**src/rtl/i2c_byte_target.sv**
```systemverilog
module i2c_byte_target #(
  parameter int AW        = 3,
  parameter int DW        = 32,
  parameter int OWN_W     = 7,
  parameter int MODE_W    = 17,
  parameter int TURN_BIT  = 26
) (
  input  logic          clk,
  input  logic          rst_n,
  input  logic          reg_we,
  input  logic [AW-1:0] reg_addr,
  input  logic [DW-1:0] reg_wdata,
  output logic [DW-1:0] reg_rdata,
  input  logic          scl_i,
  input  logic          sda_i,
  output logic          scl_oe,
  output logic          sda_oe,
  output logic          irq
);
  localparam logic [AW-1:0] A_CTRL = AW'(0);
  localparam logic [AW-1:0] A_OWN  = AW'(1);
  localparam logic [AW-1:0] A_MODE = AW'(2);
  localparam logic [AW-1:0] A_STAT = AW'(3);
  localparam logic [AW-1:0] A_DATA = AW'(4);
  localparam logic [AW-1:0] A_MASK = AW'(5);
  localparam logic [AW-1:0] A_TURN = AW'(6);
  localparam logic [AW-1:0] A_LOAD = AW'(7);

  typedef enum logic [2:0] {S_IDLE, S_RX, S_RACK, S_STR, S_TX, S_TACK, S_WAIT} st_t;

  logic [1:0] scl_sy, sda_sy;
  logic       scl_q, sda_q;
  logic       scl_s, sda_s;
  logic       start_ev, stop_ev, rise, fall;

  logic             en_sh, new_sh, en_act, new_act, act_on, load_q;
  logic [OWN_W-1:0] own_sh, own_act;
  logic [MODE_W-1:0] mode_sh, mode_act;

  logic       st_end, st_irq, st_adr, st_rnw, turn_q, tx_pend;
  logic [2:0] mask_q;
  logic [7:0] data_q, sh, shtx;
  logic [3:0] cnt;
  st_t        state;
  logic       is_addr, addressed, rnw_q, ack_q, wr_rs, sda_drv, scl_drv;

  logic unused_bits;
  assign unused_bits = ^{reg_wdata[DW-1:TURN_BIT+1], reg_wdata[TURN_BIT-1:MODE_W]};

  assign scl_s    = scl_sy[1];
  assign sda_s    = sda_sy[1];
  assign start_ev = scl_s & scl_q & sda_q & ~sda_s;
  assign stop_ev  = scl_s & scl_q & ~sda_q & sda_s;
  assign rise     = scl_s & ~scl_q;
  assign fall     = ~scl_s & scl_q;
  assign act_on   = en_act & new_act;
  assign scl_oe   = scl_drv;
  assign sda_oe   = sda_drv;
  assign irq      = |({st_end, st_irq, st_adr} & mask_q);

  function automatic logic wr(input logic [AW-1:0] a);
    return reg_we && (reg_addr == a);
  endfunction

  always_ff @(posedge clk or negedge rst_n)
    if (!rst_n) begin
      scl_sy <= 2'b11; sda_sy <= 2'b11; scl_q <= 1'b1; sda_q <= 1'b1;
    end else begin
      scl_sy <= {scl_sy[0], scl_i};
      sda_sy <= {sda_sy[0], sda_i};
      scl_q  <= scl_s;
      sda_q  <= sda_s;
    end

  always_ff @(posedge clk or negedge rst_n)
    if (!rst_n) begin
      en_sh <= 1'b0; new_sh <= 1'b0; own_sh <= '0; mode_sh <= '0;
      en_act <= 1'b0; new_act <= 1'b0; own_act <= '0; mode_act <= '0;
      load_q <= 1'b0; mask_q <= '0;
    end else begin
      if (wr(A_CTRL)) begin en_sh <= reg_wdata[3]; new_sh <= reg_wdata[2]; end
      if (wr(A_OWN))  own_sh  <= reg_wdata[OWN_W-1:0];
      if (wr(A_MODE)) mode_sh <= reg_wdata[MODE_W-1:0];
      if (wr(A_MASK)) mask_q  <= reg_wdata[4:2];
      if (load_q) begin
        en_act <= en_sh; new_act <= new_sh; own_act <= own_sh; mode_act <= mode_sh;
        load_q <= 1'b0;
      end
      if (wr(A_LOAD) && reg_wdata[1]) load_q <= 1'b1;
    end

  always_ff @(posedge clk or negedge rst_n)
    if (!rst_n) begin
      st_end <= 1'b0; st_irq <= 1'b0; st_adr <= 1'b0; st_rnw <= 1'b0;
      turn_q <= 1'b0; tx_pend <= 1'b0; data_q <= '0; sh <= '0; shtx <= '0;
      cnt <= '0; state <= S_IDLE; is_addr <= 1'b0; addressed <= 1'b0;
      rnw_q <= 1'b0; ack_q <= 1'b0; wr_rs <= 1'b0; sda_drv <= 1'b0; scl_drv <= 1'b0;
    end else begin
      if (wr(A_STAT)) begin
        if (reg_wdata[4]) st_end <= 1'b0;
        if (reg_wdata[3]) st_irq <= 1'b0;
        if (reg_wdata[2]) st_adr <= 1'b0;
        if (reg_wdata[1]) st_rnw <= 1'b0;
      end
      if (wr(A_TURN) && reg_wdata[TURN_BIT]) turn_q <= 1'b0;
      if (wr(A_DATA)) begin data_q <= reg_wdata[7:0]; tx_pend <= 1'b1; end

      if (!act_on) begin
        state <= S_IDLE; sda_drv <= 1'b0; scl_drv <= 1'b0;
        addressed <= 1'b0; wr_rs <= 1'b0;
      end else if (start_ev) begin
        wr_rs <= addressed & ~rnw_q;
        state <= S_RX; is_addr <= 1'b1; cnt <= '0;
        sda_drv <= 1'b0; scl_drv <= 1'b0;
      end else if (stop_ev) begin
        if (addressed) begin st_end <= 1'b1; st_irq <= 1'b1; end
        addressed <= 1'b0; wr_rs <= 1'b0; state <= S_IDLE;
        sda_drv <= 1'b0; scl_drv <= 1'b0;
      end else begin
        case (state)
          S_RX:
            if (rise) begin
              sh  <= {sh[6:0], sda_s};
              cnt <= cnt + 4'd1;
            end else if (fall && cnt == 4'd8) begin
              if (is_addr) begin
                if (sh[7:1] == own_act && mode_act == '0) begin
                  addressed <= 1'b1; rnw_q <= sh[0]; sda_drv <= 1'b1; state <= S_RACK;
                end else begin
                  addressed <= 1'b0; state <= S_WAIT;
                end
              end else begin
                data_q <= sh; sda_drv <= 1'b1; state <= S_RACK;
              end
            end
          S_RACK:
            if (fall) begin
              sda_drv <= 1'b0; st_irq <= 1'b1; scl_drv <= 1'b1; state <= S_STR;
              if (is_addr) begin
                st_adr <= 1'b1; st_rnw <= rnw_q; wr_rs <= 1'b0;
                if (rnw_q && wr_rs) turn_q <= 1'b1;
              end
            end
          S_STR:
            if (!st_irq && (!rnw_q || tx_pend)) begin
              scl_drv <= 1'b0; cnt <= '0;
              if (rnw_q) begin
                shtx <= data_q; sda_drv <= ~data_q[7]; tx_pend <= 1'b0; state <= S_TX;
              end else begin
                is_addr <= 1'b0; state <= S_RX;
              end
            end
          S_TX:
            if (fall) begin
              if (cnt == 4'd7) begin
                sda_drv <= 1'b0; state <= S_TACK;
              end else begin
                cnt <= cnt + 4'd1; sda_drv <= ~shtx[6]; shtx <= {shtx[6:0], 1'b0};
              end
            end
          S_TACK:
            if (rise) ack_q <= ~sda_s;
            else if (fall) begin
              if (ack_q) begin st_irq <= 1'b1; scl_drv <= 1'b1; state <= S_STR; end
              else state <= S_WAIT;
            end
          default: ;
        endcase
      end
    end

  always_comb begin
    reg_rdata = '0;
    case (reg_addr)
      A_CTRL: begin reg_rdata[3] = en_sh; reg_rdata[2] = new_sh; end
      A_OWN:  reg_rdata[OWN_W-1:0]  = own_sh;
      A_MODE: reg_rdata[MODE_W-1:0] = mode_sh;
      A_STAT: reg_rdata[4:1] = {st_end, st_irq, st_adr, st_rnw};
      A_DATA: reg_rdata[7:0] = data_q;
      A_MASK: reg_rdata[4:2] = mask_q;
      A_TURN: reg_rdata[TURN_BIT] = turn_q;
      A_LOAD: reg_rdata[1] = load_q;
      default: ;
    endcase
  end

  p_load_selfclear_r2: assert property (@(posedge clk) disable iff (!rst_n)
    (load_q && !(reg_we && reg_addr == A_LOAD)) |=> !load_q);

  p_match_has_irq_r3: assert property (@(posedge clk) disable iff (!rst_n)
    $rose(st_adr) |-> st_irq);

  p_stretch_release_r4: assert property (@(posedge clk) disable iff (!rst_n)
    (scl_oe && !st_irq && (!rnw_q || tx_pend)) |=> !scl_oe);

  p_sda_moves_scl_low_r5: assert property (@(posedge clk) disable iff (!rst_n)
    (act_on && $past(act_on) && (sda_oe != $past(sda_oe))) |-> !scl_s);

  p_end_has_irq_r7: assert property (@(posedge clk) disable iff (!rst_n)
    $rose(st_end) |-> st_irq);

  p_quiet_when_off_r11: assert property (@(posedge clk) disable iff (!rst_n)
    !act_on |=> (!sda_oe && !scl_oe));
endmodule

```
**config.mk**
```make
export PLATFORM = sky130hd
export DESIGN_NAME = i2c_byte_target
export DESIGN_NICKNAME = d
export VERILOG_FILES = /design/src/rtl/i2c_byte_target.sv
export SDC_FILE = /design/constraint.sdc
export NUM_CORES = 1
export LEC_CHECK = 0
export BUFFER_PORTS_ARGS = -buffer_cell sky130_fd_sc_hd__buf_2
export CAP_MARGIN = 10
export CORE_MARGIN = 2
export CORE_UTILIZATION = 25
export CTS_BUF_LIST = sky130_fd_sc_hd__clkbuf_8
export DETAILED_ROUTE_END_ITERATION = 8
export GPL_TIMING_DRIVEN = 0
export PLACE_DENSITY = 0.42
export SYNTH_ARGS = -nofsm -noshare
export SYNTH_HDL_FRONTEND = slang
export SYNTH_SLANG_ARGS = --single-unit
```
**constraint.sdc**
```tcl
create_clock -name clk -period 2.47 [get_ports clk]
set_input_delay 0.247 -clock clk [delete_from_list [all_inputs] [get_ports clk]]
set_output_delay 0.247 -clock clk [all_outputs]
set_load 0.05 [all_outputs]
```
======== Word level (Yosys, flattened, before mapping) ========
Index checks and enable logic that the tools add are counted.
storage, ports and cells
  bits of input ports ..................... 40
  flip-flop bits (word level) ............. 105
  output and inout port bits .............. 35
cells by class
  muxes and demuxes ....................... 134
  bitwise logic cells ..................... 20
  add/sub/neg operators ................... 1
  equality and inequality tests ........... 47
  reduce and logical (&&, ||, !) cells .... 35
operators by type and width
  cell                count
  $mux 1              88
  $mux 8              8
  $ne 5x5->1 const B  10
  $mux 3              15
  $mux 7              4
  $mux 4              6
  $reduce_and 8->1    3
  $reduce_and 5->1    4
  $eq 3x3->1 const B  6
  $logic_not 17->1    1
  $ne 3x3->1 const B  5
  $pmux 3 s5          1
  $logic_and 1x1->1   14
  $ne 2x2->1 const B  7
  $pmux 7 s2          1
  $eq 3x2->1 const B  4
  $pmux 2 s6          1
  $pmux 4 s3          1
  $not 1->1           10
  $pmux 1 s5          2
  $and 1x1->1         9
  $mux 9              1
  $ne 3x2->1 const B  3
  $reduce_and 9->1    1
  25 further kinds    32

======== Depth between registers and ports, before layout ========
Gate-level depths: netlist of run 1.
  depth in word-level cells ............... 11
  depth in mapped cells ................... 9
  gate-level depth less buffers ........... 8

======== Least setup slack after synthesis of run 1 ========
No wires, ideal clock.
  path type ............................... input-to-output
  start ................................... in reg_addr[0]
  end ..................................... out reg_rdata[0]
  arrival time ............................ 2.206 ns
  data required time ...................... 2.223 ns
  stages .................................. 5
  setup slack ............................. 0.017 ns
  cells stage by stage .................... clkbuf_1 -> buf_1 -> nor2b_1 -> a22oi_1 -> o21ai_0
on the way
  longest elaborated chain between the ends .. 2
  elaborated cells on any way between the ends .. 4
ends and longest elaborated chain
  element                             line  RTL
  start, declared                     11    input logic [AW-1:0] reg_addr,
  $eq 3x3->1 (tied with other cells)  174   case (reg_addr)
  $pmux 1 s3 *                        174
  end, declared                       13    output logic [DW-1:0] reg_rdata,
Mark *: on every way between the ends. The rest lies on a longest branch, timed or not.

======== Final worst setup path of run 1 ========
  start ................................... reg mode_act[2]
  end ..................................... reg sda_drv, in the netlist sda_oe
on the way
  longest elaborated chain between the ends .. 4
ends and longest elaborated chain
  element                     line  RTL
  start, declared             38    logic [MODE_W-1:0] mode_sh, mode_act;
  start signal, assigned      86    en_act <= en_sh; new_act <= new_sh; own_act <= own_sh; mode_act <= mode_sh;
  $logic_not 17->1            127   if (sh[7:1] == own_act && mode_act == '0) begin
  $logic_and 1x1->1           127
  $ne 6x6->1 (no line)        --
  $reduce_and 8->1 (no line)  --
  end signal, assigned        158   cnt <= cnt + 4'd1; sda_drv <= ~shtx[6]; shtx <= {shtx[6:0], 1'b0};
  end, declared               45    logic is_addr, addressed, rnw_q, ack_q, wr_rs, sda_drv, scl_drv;
No other way between the ends.
A chain may end at the register's enable or synchronous reset.

==> results.json, run 1 <==
{
  "status": "completed",
  "total_power_w": 0.00442,
  "crit_arrival_ns": 2.59,
  "floorplan.core_area_mm2": 0.0203,
  "crit_path_max_incr_delay_ns": 0.41,
  "clock_tree_from_tritoncts": "built",
  "final_max_slew_viol_count": 0,
  "detail_route.wl_per_cell_um": 17.2,
  "static-leakage-power_nw": 2.69,
  "clock_insertion_delay_worst_skew_ns": 0.40,
  "vdd.ir_drop.worst_mv": 0.260,
  "drt_first_pass_iters": 4,
  "global_route_wire_length_before_repair_mm": 22.7,
  "rsz_0062_raised_after_global_routing": "no",
  "synth-seq-area-share_pct": 50.8,
  "final-hold-violation-count": 0,
  "clock_sink_count": 105,
  "cts_buffers": 9,
  "layout-area-overhead-vs-synth_pct": 17.0,
  "post_route_cells_drive_above_1_share_pct": 32.0,
  "ant_nets": 0,
  "synth.lib_cells_used.distinct": 54,
  "global_route.usage.total_pct": 13.4,
  "worst-setup-path-type": "reg -> reg",
  "synth.avg_cell_area_um2": 11.1,
  "primary_flip_flop_cell_chosen_by_synthesis_mapping": "sky130_fd_sc_hd__dfrtp_1",
  "drc_errors": 0,
  "synth_top_area_share_pct": 47.8,
  "clock_tree.buffer_depth": 2,
  "setup.worst_path.start_class": "register",
  "fin_skew_ns": 0.0237,
  "crit_path_max_fanout": 3,
  "gr-total-overflow": 0,
  "worstPathRequired_ns": 2.78,
  "wl_mm": 14.0,
  "netlist_area_mm2": 0.00518,
  "cts_clk_pin_slew_worst_paths_ns": 0.12,
  "die_width_um": 148,
  "synthesis.yosys.warnings": 0,
  "critical_path.slowest_cell": "sky130_fd_sc_hd__dfrtp_1",
  "grt_start_max_net_pins": 55,
  "drt_iter0_markers": 235,
  "vias": 3714,
  "h-tree-depth": 3,
  "tightestPinTransition_ns": 1.05,
  "initial_antenna_violation_count": 0,
  "netlist.top_cell.by_area": "sky130_fd_sc_hd__dfrtp_1",
  "n_antenna_cell": 0,
  "hold_class": "in -> reg",
  "whs_ns": 0.0755,
  "crit_path_cell_trace": "nor4_2 > nand4_1 > nor3_4 > nor2b_1 > a211oi_1 > mux2i_1",
  "io_buffer_count": 44,
  "finalSetupViolations": 0,
  "ys_top_cells_by_count": "sky130_fd_sc_hd__dfrtp_1 (99), sky130_fd_sc_hd__mux2_2 (69), sky130_fd_sc_hd__nand2_1 (32), sky130_fd_sc_hd__nor2_1 (31), sky130_fd_sc_hd__o21ai_0 (20)",
  "die_area_mm2": 0.0219,
  "hpwlAfterDp_mm": 10.3,
  "place_congestion": 0.848,
  "synth_edf_count": 0,
  "endpoint_kind": "register",
  "postSynth.asyncResetShare_pct": 100,
  "maxSlewHeadroom_pct": 30.0,
  "routed_via_density": 4.59,
  "floorplan.die.height_um": 148,
  "cap_violations": 0,
  "min_period_over_period_pct": 92.4,
  "design.final.nets": 577,
  "via_count_of_the_first_global_routing_pass": 3876,
  "rows": 52,
  "num_io_pins": 75,
  "ys_ff_latch": 105,
  "syn_inst": 465,
  "power_per_cell_area_mw_per_mm2": 729,
  "floorplan.initialDensity_pct": 25.5,
  "cts_setup_buffers": 0,
  "yosys-top-cells-area": "sky130_fd_sc_hd__dfrtp_1 (48%), sky130_fd_sc_hd__mux2_2 (15%), sky130_fd_sc_hd__mux2i_1 (3.7%)",
  "cts-root-buf": "sky130_fd_sc_hd__clkbuf_8",
  "synth.most_common_cell": "sky130_fd_sc_hd__dfrtp_1",
  "fmaxAchievable_mhz": 438,
  "min_period_ns": 2.28
}
[through the flow]
step	instances	setup TNS, ns	util (%)	instance area [µm²]	setup slack, ns
2_1_floorplan	478	0	-	5230	0.0171
4_1_cts	812	0	29.8	6050	0.0116
6_report	810	0	29.9	6070	0.187
3_5_place_dp	793	-0.137	28.7	5820	-0.137
5_1_grt	810	0	29.9	6070	0.0159
3_3_place_gp	792	-12.64	28.5	5790	-0.192
[flip-flops by register name, indices dropped and copies added, names as in the netlist, 4 cells and up]
register,flops
cnt,4
own_act,7
shtx,7
mode_sh,17
own_sh,7
mode_act,17
sh,8
data_q,8
[kinds of logic (layout without fill, tap and decap cells)]
logic type	after synthesis	after routing	share of synthesized area, %
flops	105	105	50.8
simple gates	142	142	14.3
fa+ha+maj	2	2	0.483
mux	88	88	18.7
other cells	1	14	0.0723
compound gates	76	76	10.0
xor+xnor	8	8	1.35
buf+inv	43	105	4.25
[where the power goes]
part | leakage, nW | internal (W) | switching [W]
Sequential | 1.32 | 0.00203 | 0.000270
Clock | 0.0955 | 0.000387 | 0.000666
Combinational | 1.27 | 0.000471 | 0.000594
[critical path: cells and delay by family (launching register included)]
kind	cells	cell delay, ns
compound gates	1	0.35
simple gates	4	1.20
flops	1	0.41
mux	1	0.23
[layout make-up]
class	instances	area (µm²)
multi-input cells	330	2410
repair buffers	48	280
fillers	2162	14200
flip-flops and latches	105	2640
clock inverters	7	60.1
well taps	270	338
inverters	7	26.3
plain buffers	34	190
clock buffers	9	124
[placed cells by master (no fill, tap or decap), drive strengths merged, types with 5 or more instances in the layout]
| cell | count |
|---|---|
| a21oi | 19 |
| a22oi | 9 |
| and3 | 12 |
| buf | 67 |
| clkbuf | 21 |
| conb | 14 |
| dfrtp | 99 |
| dfstp | 6 |
| inv | 12 |
| mux2 | 69 |
| mux2i | 19 |
| nand2 | 32 |
| nand2b | 7 |
| nand3 | 8 |
| nand4 | 6 |
| nand4b | 5 |
| nor2 | 31 |
| nor2b | 12 |
| nor3 | 11 |
| nor3b | 6 |
| o21ai | 23 |
| xnor2 | 8 |
[path summary, 6_finish.rpt]
kind                                         start                 endpoint  slack [ns]  cells past startpoint
hold / removal                       reg_wdata[10]  mode_sh[10]$_DFFE_PN0P_        0.08                      2
setup / recovery           mode_act[2]$_DFFE_PN0P_       sda_oe$_DFFE_PN0P_        0.19                      6
setup reg to reg           mode_act[2]$_DFFE_PN0P_       sda_oe$_DFFE_PN0P_        0.19                      6
max in group asynchronous                    rst_n      sda_sy[1]$_DFF_PN1_        1.19                      3
hold reg to reg                scl_sy[0]$_DFF_PN1_      scl_sy[1]$_DFF_PN1_        0.36                      0
min in group asynchronous                    rst_n  mode_sh[12]$_DFFE_PN0P_        0.47                      2
[routing by layer]
layer	up-vias	routed length, µm	track usage, %
met5	-	0	0
met4	0	240	5.14
met3	14	417	1.70
met2	63	6580	20.9
met1	1852	6720	18.9
li1	1785	-	-
[what timing repair did]
action | CTS | global route
endpoints found under the setup margin | 2 | 22
pin swaps | 0 | 2
gates resized for setup | 3 | 8
hold buffers | 3 | 0
endpoints found under the hold margin | 55 | 0
cloned | 0 | 0
(Power assumes the default switching activity.)
==> inputs of run 2 (changes only) <==
--- a/config.mk
+++ b/config.mk
@@ -7,12 +7,11 @@
 export LEC_CHECK = 0
 export BUFFER_PORTS_ARGS = -buffer_cell sky130_fd_sc_hd__buf_2
 export CAP_MARGIN = 10
-export CORE_MARGIN = 2
-export CORE_UTILIZATION = 25
+export CORE_UTILIZATION = 40
 export CTS_BUF_LIST = sky130_fd_sc_hd__clkbuf_8
 export DETAILED_ROUTE_END_ITERATION = 8
 export GPL_TIMING_DRIVEN = 0
-export PLACE_DENSITY = 0.42
+export PLACE_DENSITY = 0.6
 export SYNTH_ARGS = -nofsm -noshare
 export SYNTH_HDL_FRONTEND = slang
 export SYNTH_SLANG_ARGS = --single-unit
==> run 2 against run 1 <==
Die area decreased by 39%. Sequential share of layout area increased by 0.82 points. Final area is 1.9% lower. Critical path type unchanged. Register-to-register slack got worse by 0.06 ns. First-iteration DRC count increased by 9.8%.
==> results.json, run 2 (synthesized netlist as in run 1, its figures left out) <==
{
  "status": "completed",
  "floorplan.die.height_um": 116,
  "most-common-layout-cells": "sky130_fd_sc_hd__dfrtp_1 (99), sky130_fd_sc_hd__mux2_2 (69), sky130_fd_sc_hd__buf_2 (49)",
  "worst-setup-path-type": "reg -> reg",
  "global_route.usage.total_pct": 19.4,
  "floorplan.initialDensity_pct": 41.1,
  "h-tree-depth": 3,
  "detail_route.wl_per_cell_um": 17.0,
  "vdd.ir_drop.worst_mv": 0.531,
  "n_antenna_cell": 0,
  "combPwrFrac_pct": 23.3,
  "crit_arrival_ns": 2.65,
  "whs_ns": 0.0888,
  "cts-root-buf": "sky130_fd_sc_hd__clkbuf_8",
  "initial_antenna_violation_count": 0,
  "io_buffer_count": 44,
  "min_period_ns": 2.35,
  "fmaxAchievable_mhz": 426,
  "biggestRegsByFlops": "mode_act: 17 flops, mode_sh: 17 flops",
  "tightestPinTransition_ns": 1.03,
  "seqPwrFrac_pct": 51.7,
  "crit_path_cell_trace": "nor4_1 > nand4_1 > nor3_2 > nor2b_1 > a211oi_1 > mux2i_1",
  "critical_path.slowest_cell": "sky130_fd_sc_hd__nor4_1",
  "layout-area-overhead-vs-synth_pct": 14.9,
  "design.final.nets": 578,
  "internal_power_w": 0.00299,
  "cts_buffers": 9,
  "met2WireLength_mm": 5.55,
  "vias": 3770,
  "rsz_0062_raised_after_global_routing": "no",
  "min_period_over_period_pct": 94.9,
  "routed_via_density": 5.29,
  "cts_setup_buffers": 0,
  "power.switching_fraction_pct": 32.7,
  "post_route_cells_drive_above_1_share_pct": 31.4,
  "switchingPower_w": 0.00145,
  "wl_mm": 12.1,
  "ant_nets": 0,
  "clock_tree.buffer_depth": 2,
  "drt_iter0_markers": 258,
  "maxSlewHeadroom_pct": 31.0,
  "gr-total-overflow": 0,
  "hpwlAfterDp_mm": 8.94,
  "die_width_um": 116,
  "static-leakage-power_nw": 2.68,
  "endpoint_kind": "register",
  "crit_path_max_incr_delay_ns": 0.43,
  "rows": 41,
  "clock_tree_from_tritoncts": "built",
  "setup.worst_path.start_class": "register",
  "met1Wirelength_mm": 5.79,
  "cap_violations": 0,
  "mostFrequentLayoutCell": "sky130_fd_sc_hd__dfrtp_1",
  "final_max_slew_viol_count": 0,
  "clock_insertion_delay_worst_skew_ns": 0.38,
  "final_cell_utilization_of_the_core_pct": 47.2,
  "grt_start_max_net_pins": 62,
  "cts_clk_pin_slew_worst_paths_ns": 0.11,
  "topRoutingLayerUsed": "met4",
  "drc_errors": 0,
  "final-hold-violation-count": 0,
  "clock_power_share_pct": 25.0,
  "place_congestion": 0.904,
  "finalSetupViolations": 0,
  "hold_class": "in -> reg",
  "worstPathRequired_ns": 2.78,
  "die_area_mm2": 0.0134,
  "total_power_w": 0.00444,
  "floorplan.core_area_mm2": 0.0126,
  "global_route_wire_length_before_repair_mm": 19.4,
  "fin_skew_ns": 0.0110,
  "crit_path_max_fanout": 3,
  "num_io_pins": 75,
  "via_count_of_the_first_global_routing_pass": 3526,
  "clock_sink_count": 105,
  "detailroute.wirelength.met3_um": 587,
  "drt_first_pass_iters": 5,
  "power_per_cell_area_mw_per_mm2": 746
}
run 2: timing repair:
| item | CTS | global route |
|---|---|---|
| gates resized for setup | 2 | 4 |
| hold buffers | 3 | 0 |
| endpoints found under the hold margin | 62 | 0 |
| endpoints found under the setup margin | 2 | 9 |
| pin swaps | 0 | 1 |
run 2: routing by layer:
layer,vias to the layer above,track usage (%)
met1,1864,27.6
met2,99,29.0
li1,1792,-
met5,-,0
met4,0,5.13
met3,15,5.44
run 2: power by group through the flow:
stage          Clock [W]  Combinational, W  Sequential [W]
2_1_floorplan          0          0.000788         0.00224
3_3_place_gp           0           0.00101         0.00231
3_5_place_dp           0           0.00103         0.00232
4_1_cts          0.00116           0.00104         0.00229
5_1_grt          0.00123           0.00114         0.00234
6_report         0.00111           0.00104         0.00230
run 2: per-stage QoR:
step                      TNS (ns)  setup WS, ns  instance area, µm²  std cells
after detailed placement         0        0.0126                5700        695
after CTS                        0        0.0324                5950        714
after global routing             0       0.00248                5950        713
after floorplan                  0        0.0171                5230        478
after global placement      -0.622       -0.0293                5670        694
final                            0         0.125                5950        713
run 2: cell type report:
class / instances / area, µm²
Clock buffer: 9 / 124
Inverter: 7 / 26.3
Sequential cell: 105 / 2640
Fill cell: 1218 / 6670
Tap cell: 172 / 215
Multi-Input combinational cell: 330 / 2390
Timing Repair Buffer: 48 / 280
Buffer: 35 / 193
Clock inverter: 7 / 87.6
run 2: path summary, 6_finish.rpt:
kind / startpoint / to / slack [ns] / cells past startpoint
setup / recovery: mode_act[7]$_DFFE_PN0P_ / sda_oe$_DFFE_PN0P_ / 0.12 / 6
hold / removal: reg_wdata[16] / mode_sh[16]$_DFFE_PN0P_ / 0.09 / 2
setup reg to reg: mode_act[7]$_DFFE_PN0P_ / sda_oe$_DFFE_PN0P_ / 0.12 / 6
hold reg to reg: sda_sy[0]$_DFF_PN1_ / sda_sy[1]$_DFF_PN1_ / 0.36 / 0
max in group asynchronous: rst_n / sda_sy[0]$_DFF_PN1_ / 1.23 / 3
min in group asynchronous: rst_n / mode_sh[15]$_DFFE_PN0P_ / 0.49 / 2
run 2: critical path: cells and delay by family, from the launching register on:
| kind | cells | cell delay (ns) |
|---|---|---|
| simple gates | 4 | 1.26 |
| flops | 1 | 0.40 |
| compound gates | 1 | 0.39 |
| mux | 1 | 0.23 |
